<file path="src/rtl/rtc_pkg.sv">
package rtc_pkg;

    typedef enum logic [2:0] {
        ST_IDLE,
        ST_SEC,
        ST_MIN,
        ST_HOUR,
        ST_DAY,
        ST_DATE,
        ST_MONTH,
        ST_YEAR
    } rtc_state_e;

    localparam int unsigned A_SEC  = 0;
    localparam int unsigned A_MIN  = 1;
    localparam int unsigned A_HOUR = 2;
    localparam int unsigned A_DAY  = 3;
    localparam int unsigned A_DATE = 4;
    localparam int unsigned A_MON  = 5;
    localparam int unsigned A_YEAR = 6;
    localparam int unsigned A_CTRL = 7;
    localparam int unsigned A_RAM  = 8;

    localparam logic [7:0] M_MIN  = 8'h7F;
    localparam logic [7:0] M_HOUR = 8'hBF;
    localparam logic [7:0] M_HVAL = 8'h3F;
    localparam logic [7:0] M_DAY  = 8'h07;
    localparam logic [7:0] M_DATE = 8'h3F;
    localparam logic [7:0] M_MON  = 8'h1F;

    function automatic logic [7:0] bcd_inc(input logic [7:0] v);
        if (v[3:0] >= 4'd9)
            return {v[7:4] + 4'd1, 4'd0};
        else
            return v + 8'd1;
    endfunction

endpackage

</file>
<file path="src/rtl/rtc_prescaler.sv">
module rtc_prescaler #(
    parameter int unsigned DIV = 32768
) (
    input  logic clk,
    input  logic rst_n,
    input  logic tick_en,
    input  logic run,
    input  logic clear,
    output logic sec_pulse
);
    localparam int unsigned CW = (DIV > 1) ? $clog2(DIV) : 1;
    localparam logic [CW-1:0] LAST = CW'(DIV - 1);

    logic [CW-1:0] cnt_q;

    assign sec_pulse = run && tick_en && !clear && (cnt_q == LAST);

    always_ff @(posedge clk) begin
        if (!rst_n || clear)
            cnt_q <= '0;
        else if (run && tick_en)
            cnt_q <= (cnt_q == LAST) ? '0 : cnt_q + 1'b1;
    end

    AST_PULSE_GAP: assert property (@(posedge clk) disable iff (!rst_n)
        sec_pulse |=> !sec_pulse);
    AST_CLEAR_ZERO: assert property (@(posedge clk) disable iff (!rst_n)
        clear |=> (cnt_q == '0));

endmodule

</file>
<file path="src/rtl/rtc_month_len.sv">
module rtc_month_len (
    input  logic [7:0] month,
    input  logic       yr_tens_odd,
    input  logic [3:0] yr_ones,
    output logic [7:0] last_date
);
    logic leap;

    always_comb begin
        if (yr_tens_odd)
            leap = (yr_ones == 4'd2) || (yr_ones == 4'd6);
        else
            leap = (yr_ones == 4'd0) || (yr_ones == 4'd4) || (yr_ones == 4'd8);
        case (month)
            8'h02:                      last_date = leap ? 8'h29 : 8'h28;
            8'h04, 8'h06, 8'h09, 8'h11: last_date = 8'h30;
            default:                    last_date = 8'h31;
        endcase
    end

endmodule

</file>
<file path="src/rtl/rtc_scratch_ram.sv">
module rtc_scratch_ram #(
    parameter int unsigned AW   = 6,
    parameter int unsigned BASE = 8
) (
    input  logic          clk,
    input  logic          we,
    input  logic [AW-1:0] addr,
    input  logic [7:0]    wdata,
    output logic [7:0]    rdata
);
    localparam int unsigned N  = (1 << AW) - BASE;
    localparam int unsigned IW = (N > 1) ? $clog2(N) : 1;

    logic [7:0]    mem [N];
    logic          hit;
    logic [AW-1:0] off;
    logic [IW-1:0] idx;

    assign hit = (addr >= AW'(BASE));
    assign off = addr - AW'(BASE);
    assign idx = off[IW-1:0];
    assign rdata = hit ? mem[idx] : 8'h00;

    always_ff @(posedge clk) begin
        if (we && hit)
            mem[idx] <= wdata;
    end

endmodule

</file>
<file path="src/rtl/rtc_bcd_core.sv">
module rtc_bcd_core
    import rtc_pkg::*;
#(
    parameter int unsigned TICK_DIV = 32768,
    parameter int unsigned ADDR_W   = 6
) (
    input  logic              clk,
    input  logic              rst_n,
    input  logic              tick_en,
    input  logic [ADDR_W-1:0] reg_addr,
    input  logic              reg_we,
    input  logic [7:0]        reg_wdata,
    output logic [7:0]        reg_rdata
);
    rtc_state_e state_q, state_d;

    logic [7:0] sec_q, min_q, hr_q, day_q, date_q, mon_q, yr_q, ctrl_q;
    logic [7:0] last_date, ram_rdata;
    logic       sec_pulse;
    logic       wr_sec, wr_min, wr_hr, wr_day, wr_date, wr_mon, wr_yr, wr_ctrl;

    assign wr_sec  = reg_we && (reg_addr == ADDR_W'(A_SEC));
    assign wr_min  = reg_we && (reg_addr == ADDR_W'(A_MIN));
    assign wr_hr   = reg_we && (reg_addr == ADDR_W'(A_HOUR));
    assign wr_day  = reg_we && (reg_addr == ADDR_W'(A_DAY));
    assign wr_date = reg_we && (reg_addr == ADDR_W'(A_DATE));
    assign wr_mon  = reg_we && (reg_addr == ADDR_W'(A_MON));
    assign wr_yr   = reg_we && (reg_addr == ADDR_W'(A_YEAR));
    assign wr_ctrl = reg_we && (reg_addr == ADDR_W'(A_CTRL));

    rtc_prescaler #(.DIV(TICK_DIV)) u_prescaler (
        .clk       (clk),
        .rst_n     (rst_n),
        .tick_en   (tick_en),
        .run       (!sec_q[7]),
        .clear     (wr_sec),
        .sec_pulse (sec_pulse)
    );

    rtc_month_len u_month_len (
        .month       (mon_q),
        .yr_tens_odd (yr_q[4]),
        .yr_ones     (yr_q[3:0]),
        .last_date   (last_date)
    );

    rtc_scratch_ram #(.AW(ADDR_W), .BASE(A_RAM)) u_ram (
        .clk   (clk),
        .we    (reg_we),
        .addr  (reg_addr),
        .wdata (reg_wdata),
        .rdata (ram_rdata)
    );

    // State register
    always_ff @(posedge clk) begin
        if (!rst_n)
            state_q <= ST_IDLE;
        else
            state_q <= state_d;
    end

    // Carry sequencing
    always_comb begin
        state_d = ST_IDLE;
        unique case (state_q)
            ST_IDLE:  state_d = sec_pulse ? ST_SEC : ST_IDLE;
            ST_SEC:   if (!wr_sec && !sec_q[7] && sec_q[6:0] >= 7'h59) state_d = ST_MIN;
            ST_MIN:   if (!wr_min && min_q >= 8'h59) state_d = ST_HOUR;
            ST_HOUR:  if (!wr_hr && (hr_q & M_HVAL) >= 8'h23) state_d = ST_DAY;
            ST_DAY:   state_d = ST_DATE;
            ST_DATE:  if (!wr_date && date_q >= last_date) state_d = ST_MONTH;
            ST_MONTH: if (!wr_mon && mon_q >= 8'h12) state_d = ST_YEAR;
            ST_YEAR:  state_d = ST_IDLE;
        endcase
    end

    // Register updates: port write first, then carry step
    always_ff @(posedge clk) begin
        if (!rst_n) begin
            sec_q  <= 8'h00;
            min_q  <= 8'h00;
            hr_q   <= 8'h00;
            day_q  <= 8'h01;
            date_q <= 8'h01;
            mon_q  <= 8'h01;
            yr_q   <= 8'h00;
            ctrl_q <= 8'h00;
        end else begin
            if (wr_sec)
                sec_q <= reg_wdata;
            else if (state_q == ST_SEC && !sec_q[7])
                sec_q <= (sec_q[6:0] >= 7'h59) ? 8'h00 : bcd_inc(sec_q);

            if (wr_min)
                min_q <= reg_wdata & M_MIN;
            else if (state_q == ST_MIN)
                min_q <= (min_q >= 8'h59) ? 8'h00 : bcd_inc(min_q);

            if (wr_hr)
                hr_q <= reg_wdata & M_HOUR;
            else if (state_q == ST_HOUR)
                hr_q <= (hr_q & 8'h80) |
                        (((hr_q & M_HVAL) >= 8'h23) ? 8'h00 : (bcd_inc(hr_q & M_HVAL) & M_HVAL));
            else if (state_q == ST_YEAR && yr_q >= 8'h99)
                hr_q <= hr_q ^ 8'h80;

            if (wr_day)
                day_q <= reg_wdata & M_DAY;
            else if (state_q == ST_DAY)
                day_q <= (day_q >= 8'h07) ? 8'h01 : day_q + 8'h01;

            if (wr_date)
                date_q <= reg_wdata & M_DATE;
            else if (state_q == ST_DATE)
                date_q <= (date_q >= last_date) ? 8'h01 : bcd_inc(date_q);

            if (wr_mon)
                mon_q <= reg_wdata & M_MON;
            else if (state_q == ST_MONTH)
                mon_q <= (mon_q >= 8'h12) ? 8'h01 : bcd_inc(mon_q);

            if (wr_yr)
                yr_q <= reg_wdata;
            else if (state_q == ST_YEAR)
                yr_q <= (yr_q >= 8'h99) ? 8'h00 : bcd_inc(yr_q);

            if (wr_ctrl)
                ctrl_q <= reg_wdata;
        end
    end

    // Read mux
    always_comb begin
        if (reg_addr == ADDR_W'(A_SEC))       reg_rdata = sec_q;
        else if (reg_addr == ADDR_W'(A_MIN))  reg_rdata = min_q;
        else if (reg_addr == ADDR_W'(A_HOUR)) reg_rdata = hr_q;
        else if (reg_addr == ADDR_W'(A_DAY))  reg_rdata = day_q;
        else if (reg_addr == ADDR_W'(A_DATE)) reg_rdata = date_q;
        else if (reg_addr == ADDR_W'(A_MON))  reg_rdata = mon_q;
        else if (reg_addr == ADDR_W'(A_YEAR)) reg_rdata = yr_q;
        else if (reg_addr == ADDR_W'(A_CTRL)) reg_rdata = ctrl_q;
        else                                  reg_rdata = ram_rdata;
    end

    AST_STOP_FREEZE: assert property (@(posedge clk) disable iff (!rst_n)
        (sec_q[7] && !wr_sec) |=> $stable(sec_q));
    AST_WRITE_LOADS: assert property (@(posedge clk) disable iff (!rst_n)
        wr_sec |=> (sec_q == $past(reg_wdata)));
    AST_CENTURY_FLIP: assert property (@(posedge clk) disable iff (!rst_n)
        (state_q == ST_YEAR && yr_q == 8'h99 && !wr_hr) |=> (hr_q[7] != $past(hr_q[7])));
    AST_SEC_WRAP: assert property (@(posedge clk) disable iff (!rst_n)
        (state_q == ST_SEC && !wr_sec && sec_q == 8'h59) |=> (sec_q == 8'h00 && state_q == ST_MIN));
    AST_DAY_WRAP: assert property (@(posedge clk) disable iff (!rst_n)
        (state_q == ST_DAY && !wr_day && day_q == 8'h07) |=> (day_q == 8'h01));
    AST_WRITE_WINS: assert property (@(posedge clk) disable iff (!rst_n)
        (state_q == ST_SEC && wr_sec) |=> (state_q == ST_IDLE));

endmodule

</file>
<file path="config.mk">
export PLATFORM = sky130hd
export DESIGN_NAME = rtc_bcd_core
export DESIGN_NICKNAME = d
export VERILOG_FILES = /design/src/rtl/rtc_pkg.sv /design/src/rtl/rtc_prescaler.sv /design/src/rtl/rtc_month_len.sv /design/src/rtl/rtc_scratch_ram.sv /design/src/rtl/rtc_bcd_core.sv
export SDC_FILE = /design/constraint.sdc
export NUM_CORES = 1
export LEC_CHECK = 0
export ABC_AREA = 0
export ABC_CLOCK_PERIOD_IN_PS = 3500
export BUFFER_PORTS_ARGS = -buffer_cell sky130_fd_sc_hd__buf_2
export CELL_PAD_IN_SITES_DETAIL_PLACEMENT = 1
export CELL_PAD_IN_SITES_GLOBAL_PLACEMENT = 1
export CORE_MARGIN = 3
export CORE_UTILIZATION = 54
export DETAILED_ROUTE_END_ITERATION = 6
export GPL_TIMING_DRIVEN = 0
export PLACE_DENSITY_LB_ADDON = 0.05
export RECOVER_POWER = 25
export SYNTH_ARGS = -nofsm -noshare
export SYNTH_HDL_FRONTEND = slang
export SYNTH_SLANG_ARGS = --single-unit
</file>
<file path="constraint.sdc">
create_clock -name clk -period 3.5 [get_ports clk]
set_clock_uncertainty 0.15 [all_clocks]
set_input_delay 0.35 -clock clk [delete_from_list [all_inputs] [get_ports clk]]
set_output_delay 0.35 -clock clk [all_outputs]
set_load 0.02 [all_outputs]
</file>
==> metrics, run 1 <==
CTS sink cnt=529; Tightest Hold Check Type=in -> reg; initial antenna violation count=3; CTS Hold Buffers Added=0; sequential share of the synthesized area=65.10%; top-count cell post-synth=edfxtp_1; GRT Total Usage=34.56%; # IOs=26; Post-synth EDFFs=448; post-synth cell types=87; DPL Wire Length=50,240 um; H-tree Lvls=2; root buf cell=clkbuf_16; asr flop ratio synth=0%; Setup CP Type=in -> out; Area growth, synth to finish=12.56%; WL/cell=34.53 um; Setup crit start kind=input port; Synth Register Bits=529; fill cell count=3,899; fin crit period=3.564 ns; Max Cap Viol=5; Remaining DRCs=0; Fmax=0.2806 GHz; final core occ=61.86%; syn_nets=1,614; M3 GR Usage=6.759%; critical path capture point type=primary output; vias in the first global route=15,691; port bufs=21; TritonRoute pass-1 iters=5; Die Wd=213.1 um; Register Area=15,070 um^2; antenna viol nets, final=0; busiest layer in global routing=met2; RSZ-0062 raised after global routing=true; biggest area consumer among synthesized cells=edfxtp_1; Worst Tran Pin Value=3.278 ns; WHS Path Cells=4; run status=finished, violations left; failing checks=capacitance limit, slew limit, setup timing; Clock Latency Late Sink=0.62 ns; top cells by area, synth=edfxtp_1 (58%), mux4_2 (10%), dfxtp_1 (7.0%); post-DR vias/cell=6.941; Routed WL=76,890 um; Final Max Tran Viols=304; fin nets=1,700; Critical Path RT=3.00 ns; CTS buffer count=54; IR drop worst, VDD=0.4283 mV; pwr dens=535.0 nW/um^2; routability cong.=0.9687; slew margin rel.=-118.5%; worst-path fanout max=10; count of final hold-check violations=0; share of cells above drive strength 1=19.43%; Rows=75; endpoints failing setup=27; multi-input logic area=7675 um^2; core area=42,130 um^2; Worst R2R Path Depth=12; met1 Usage GRT=47.04%; ys flop type=edfxtp_1; Worst EP arrival=3.06 ns; Synth Cell Area=23,160 um^2; register clock-pin slew on the reported worst setup and hold paths=0.06 ns; CTS tree=built; most frequent cells after synthesis=edfxtp_1 (448), nor2_1 (132), mux4_2 (104); die area=45,410 um^2; initial core utilization=54.96%; via count=15,457; # diodes=0; syn avg cell area=14.87 um^2; largest net degree at the start of global routing=65; Final Power=0.01395 W; Die H=213.1 um; cell leakage power=8.475 nW; Yosys top cell area share=58.09%; Mapped Cells=1,557; CTS Buffer Depth=3; Initial DRC Count=2,020; YS warnings=0; global-route wire length before repair=111,400 um; GRT met2 Usage=54.03%; total congestion overflow=0; final setup margin=-0.06418 ns; fin crit share=101.8%
==> worst max-delay path, stage by stage <==
cell and delay, ns:
buf_2 0.19, buf_4 0.31, buf_4 0.31, buf_2 0.40
buf_2 0.40, nand2_1 0.13, nand3_1 0.13, o2111ai_1 0.13
a21oi_1 0.43, buf_2 0.25
==> layout make-up <==
type / count / share of cell area [%]
inverter: 34 / 0.5088
clock buffer: 67 / 5.453
tap: 539 / 2.587
buffer: 84 / 1.925
clock inverter: 34 / 1.546
multi-input combinational: 910 / 29.45
timing repair buffer: 30 / 0.7008
sequential: 529 / 57.83
==> through the flow <==
step / instances / cell area [um^2] / TNS [ns] / setup slack, ns / hold WS [ns]
after CTS: 2224 / 25970 / -0.005369 / -0.005369 / 0.05711
after global routing: 2227 / 26070 / -0.04998 / -0.01570 / 0.08119
final: 2227 / 26070 / -0.6952 / -0.06418 / 0.06891
after global placement: 2117 / 23940 / -238.60 / -1.194 / 0.3153
after floorplan: 1557 / 23160 / 0 / 0.2676 / 0.2781
after detailed placement: 2117 / 23940 / -264.37 / -1.255 / 0.3225
==> worst paths after layout <==
| check | from | slack [ns] | end |
|---|---|---|---|
| setup / recovery | reg_addr[2] | -0.06 | reg_rdata[5] |
| hold / removal | tick_en | 0.07 | u_prescaler.cnt_q[0] |
| setup reg to reg | mon_q[5] | 0.09 | date_q[0] |
| hold reg to reg | day_q[4] | 0.33 | day_q[4] |
==> kinds of logic after synthesis <==
family,after synthesis,share of synthesized area [%]
flops,529,65.10
xor+xnor,21,0.8591
fa+ha+maj,39,2.107
compound gates,258,7.305
buf+inv,118,2.507
mux,169,13.03
simple gates,423,9.099
==> state kept, by name, indices dropped and copies added (netlist names) <==
| signal | cells |
|---|---|
| ctrl_q | 8 |
| date_q | 8 |
| day_q | 8 |
| hr_q | 7 |
| min_q | 8 |
| mon_q | 8 |
| sec_q | 8 |
| state_q | 3 |
| u_prescaler.cnt_q | 15 |
| u_ram.mem | 448 |
| yr_q | 8 |
==> power breakdown <==
part	internal [W]	leakage, nW	switching (W)
logic	0.000320	2.91	0.000729
registers	0.00689	4.68	0.0000353
clock network	0.00348	0.878	0.00249
total	0.0107	8.47	0.00325
==> placed cells by master, fill, tap and decap left out, drive strengths merged, types with 6 or more instances in the layout <==
| master | n |
|---|---|
| ha | 39 |
| xor2 | 13 |
| nor2 | 133 |
| nand4 | 22 |
| mux4 | 104 |
| a221oi | 6 |
| or3 | 9 |
| a21oi | 56 |
| a211oi | 12 |
| nor3b | 9 |
| o221ai | 6 |
| nand2 | 98 |
| mux2i | 46 |
| a22oi | 7 |
| o21ai | 54 |
| edfxtp | 448 |
| nor2b | 8 |
| inv | 32 |
| o22ai | 28 |
| and3 | 16 |
| xnor2 | 8 |
| o211ai | 11 |
| clkinv | 25 |
| mux2 | 19 |
| clkbuf | 105 |
| bufinv | 8 |
| nand3 | 51 |
| dfxtp | 81 |
| nand3b | 6 |
| nand2b | 13 |
| a31oi | 24 |
| buf | 76 |
| nor4 | 11 |
| nor3 | 24 |
==> timing repair <==
action                     in CTS  in global routing
pin swaps                       4                  6
setup buffers                   6                  3
gates resized for setup        41                 35
cloned                          0                  0
setup endpoints to repair     213                 40
==> routing by layer <==
metal / vias to the layer above / share of wire, %
met1: 8033 / 39
li1: 6327 / -
met5: - / 0.027
met2: 864 / 46
met3: 229 / 9.0
met4: 4 / 5.5
Power figures use the tool's default switching activity.
==> run 2, diff against run 1 <==
Settings changed: CORE_UTILIZATION 54 to 56, CTS_BUF_LIST set to sky130_fd_sc_hd__clkbuf_2.
==> run 2 against run 1 <==
  * The run still ends with capacitance limit, slew limit, setup timing left
  * Worst hold slack better by 0.0030 ns
  * Combinational power rose by 9.5%
  * Global-route usage rose by 0.83 points
  * Critical path depth decreased by 4
  * Critical path type is now reg -> out
  * Critical endpoint is now reg_rdata[3]
==> metrics, run 2 (synthesized netlist as in run 1, its figures left out) <==
run status=finished, violations left (unchanged); failing checks=capacitance limit, slew limit, setup timing (unchanged); IR drop worst, VDD=0.4029 mV (was 0.4283 mV); Rows=73 (was 75); initial antenna violation count=1 (was 3); Most flops, register=u_ram.mem (unchanged); cell chain of the critical path=mux4_2, or3_4, nand4_1, nor3b_4, a31oi_4, buf_6 (was buf_2, buf_4, buf_4, buf_2, buf_2, nand2_1, nand3_1, o2111ai_1, a21oi_1, buf_2); routability cong.=0.9958 (was 0.9687); slowest stage delay, CP=0.50 ns (was 0.43 ns); hold path endpoint=date_q[0] (was u_prescaler.cnt_q[0]); Min Hold Slack=0.07196 ns (was 0.06891 ns); Worst R2R Path Depth=12 (unchanged); via count=16,200 (was 15,457); cell leakage power=8.683 nW (was 8.475 nW); share of cells above drive strength 1=26.25% (was 19.43%); Clock Latency Late Sink=1.16 ns (was 0.62 ns); root buf cell=clkbuf_2 (was clkbuf_16); Worst Tran Pin Value=3.327 ns (was 3.278 ns); global-route wire length before repair=112,300 um (was 111,400 um); Max Cap Viol=8 (was 5); fin crit share=104.7% (was 101.8%); Top Registers=u_ram.mem x448, u_prescaler.cnt_q x15 (unchanged); die area=43,830 um^2 (was 45,410 um^2); Worst Hold Launch=rst_n (was tick_en); most common cell after layout, fill and taps aside=edfxtp_1 (unchanged); max reg flops=448 (unchanged); WHS Path Cells=4 (unchanged); fill cell count=3,837 (was 3,899); CP Launch Point=u_ram.mem[29][3] (was reg_addr[2]); WL/cell=32.64 um (was 34.53 um); vias in the first global route=16,680 (was 15,691); commonest non-fill, non-tap cells in the layout=edfxtp_1 (448), clkbuf_2 (188), nor2_1 (130) (was edfxtp_1 (448), nor2_1 (128), mux4_2 (104)); TritonRoute pass-1 iters=6 (was 5); total congestion overflow=0 (unchanged); antenna viol nets, final=0 (unchanged); final setup margin=-0.1662 ns (was -0.06418 ns); Tightest Hold Check Type=in -> reg (unchanged); Area growth, synth to finish=12.82% (was 12.56%); Die Wd=209.4 um (was 213.1 um); CTS Buffer Depth=3 (unchanged); DR top layer=met4 (was met5); Setup crit start kind=flip-flop (was input port); Post-Route M1 WL=29,120 um (was 30,040 um); post-DR vias/cell=6.830 (was 6.941); Remaining DRCs=0 (unchanged); Final Max Tran Viols=494 (was 304); Die H=209.4 um (was 213.1 um); critical path capture point type=primary output (unchanged); Critical Path RT=3.00 ns (about the same); fin nets=1,814 (was 1,700); final core occ=64.86% (was 61.86%); worst-path fanout max=1 (was 10); CTS sink cnt=529 (unchanged); endpoints failing setup=8 (was 27); fin crit period=3.666 ns (was 3.564 ns); FF-to-FF End=date_q[0] (unchanged); # IOs=26 (unchanged); DPL Wire Length=49,870 um (was 50,240 um); RSZ-0062 raised after global routing=true (unchanged); DR WL met2=36,250 um (was 35,630 um); CTS buffer count=135 (was 54); pwr dens=475.3 nW/um^2 (was 535.0 nW/um^2); register clock-pin slew on the reported worst setup and hold paths=0.10 ns (was 0.06 ns); Fmax=0.2728 GHz (was 0.2806 GHz); CTS tree=built (unchanged); count of final hold-check violations=0 (unchanged); core area=40,280 um^2 (was 42,130 um^2); Met3 Wirelength=8011 um (was 6943 um); R2R setup slack=0.23 ns (was 0.09 ns); slowest cell on the critical path=mux4_2 (was a21oi_1); slew margin rel.=-121.8% (was -118.5%); reg2reg start=mon_q[4] (was mon_q[5]); port bufs=21 (unchanged); Setup CP Type=reg -> out (was in -> out); initial core utilization=57.49% (was 54.96%); Worst EP arrival=3.17 ns (was 3.06 ns); largest net degree at the start of global routing=65 (unchanged); H-tree Lvls=4 (was 2); GRT Total Usage=35.40% (was 34.56%); Initial DRC Count=2,205 (was 2,020); Routed WL=77,430 um (was 76,890 um)
[run 2: worst max-delay path, delay by kind of cell (launching register included)]
kind,cells,cell delay [ns]
buf+inv,1,0.16
simple gates,3,0.83
flops,1,0.40
compound gates,1,0.16
mux,1,0.50
[run 2: through the flow]
step | setup WS, ns | cell area [um^2] | cells | TNS, ns | power (W)
3_5_place_dp | -1.116 | 23920 | 2103 | -208.28 | 0.008006
6_report | -0.1662 | 26130 | 2372 | -0.6920 | 0.01242
2_1_floorplan | 0.2676 | 23160 | 1557 | 0 | 0.007543
4_1_cts | -0.1908 | 25900 | 2366 | -0.6230 | 0.01236
5_1_grt | -0.2587 | 26120 | 2370 | -1.180 | 0.01283
3_3_place_gp | -1.090 | 23920 | 2103 | -180.00 | 0.007978
[run 2: worst max-delay path by stage]
stage	end	slack, ns	depth (start not counted)
3_5_place_dp	reg_rdata[7]	-1.12	10
4_1_cts	reg_rdata[3]	-0.19	6
2_1_floorplan	reg_rdata[0]	0.27	10
6_report	reg_rdata[3]	-0.17	6
3_3_place_gp	reg_rdata[7]	-1.09	10
5_1_grt	reg_rdata[5]	-0.26	5
[run 2: where the power goes]
group          switching (W)  internal (W)  total, W  leakage, nW
clock                0.00256       0.00178   0.00434        0.912
sequential         0.0000346       0.00689   0.00692         4.68
combinational       0.000770      0.000383   0.00115         3.09
total                0.00337       0.00905    0.0124         8.68
[run 2: what timing repair did]
action,CTS,global route
endpoints found under the hold margin,591,0
gates resized for setup,82,43
pin swaps,9,18
setup endpoints to repair,16,17
setup buffers,6,3
hold buffers,34,0
gates cloned,0,0
[run 2: layer usage]
layer  GRT usage, %  vias to the layer above
met5              0                        -
met4          17.48                        0
met3          9.028                      268
met2          55.19                     1101
met1          46.89                     8236
li1               -                     6595
[run 2: layout make-up]
class | instances | area [um^2] | share of cell area, %
inverter | 34 | 132.6 | 0.5076
tap | 525 | 656.9 | 2.514
multi-input combinational | 910 | 7996 | 30.61
clock buffer | 182 | 910.9 | 3.486
sequential | 529 | 15080 | 57.71
timing repair buffer | 64 | 543.0 | 2.078
antenna | 3 | 7.507 | 0.02873
clock inverter | 42 | 314.1 | 1.202
buffer | 83 | 486.7 | 1.863
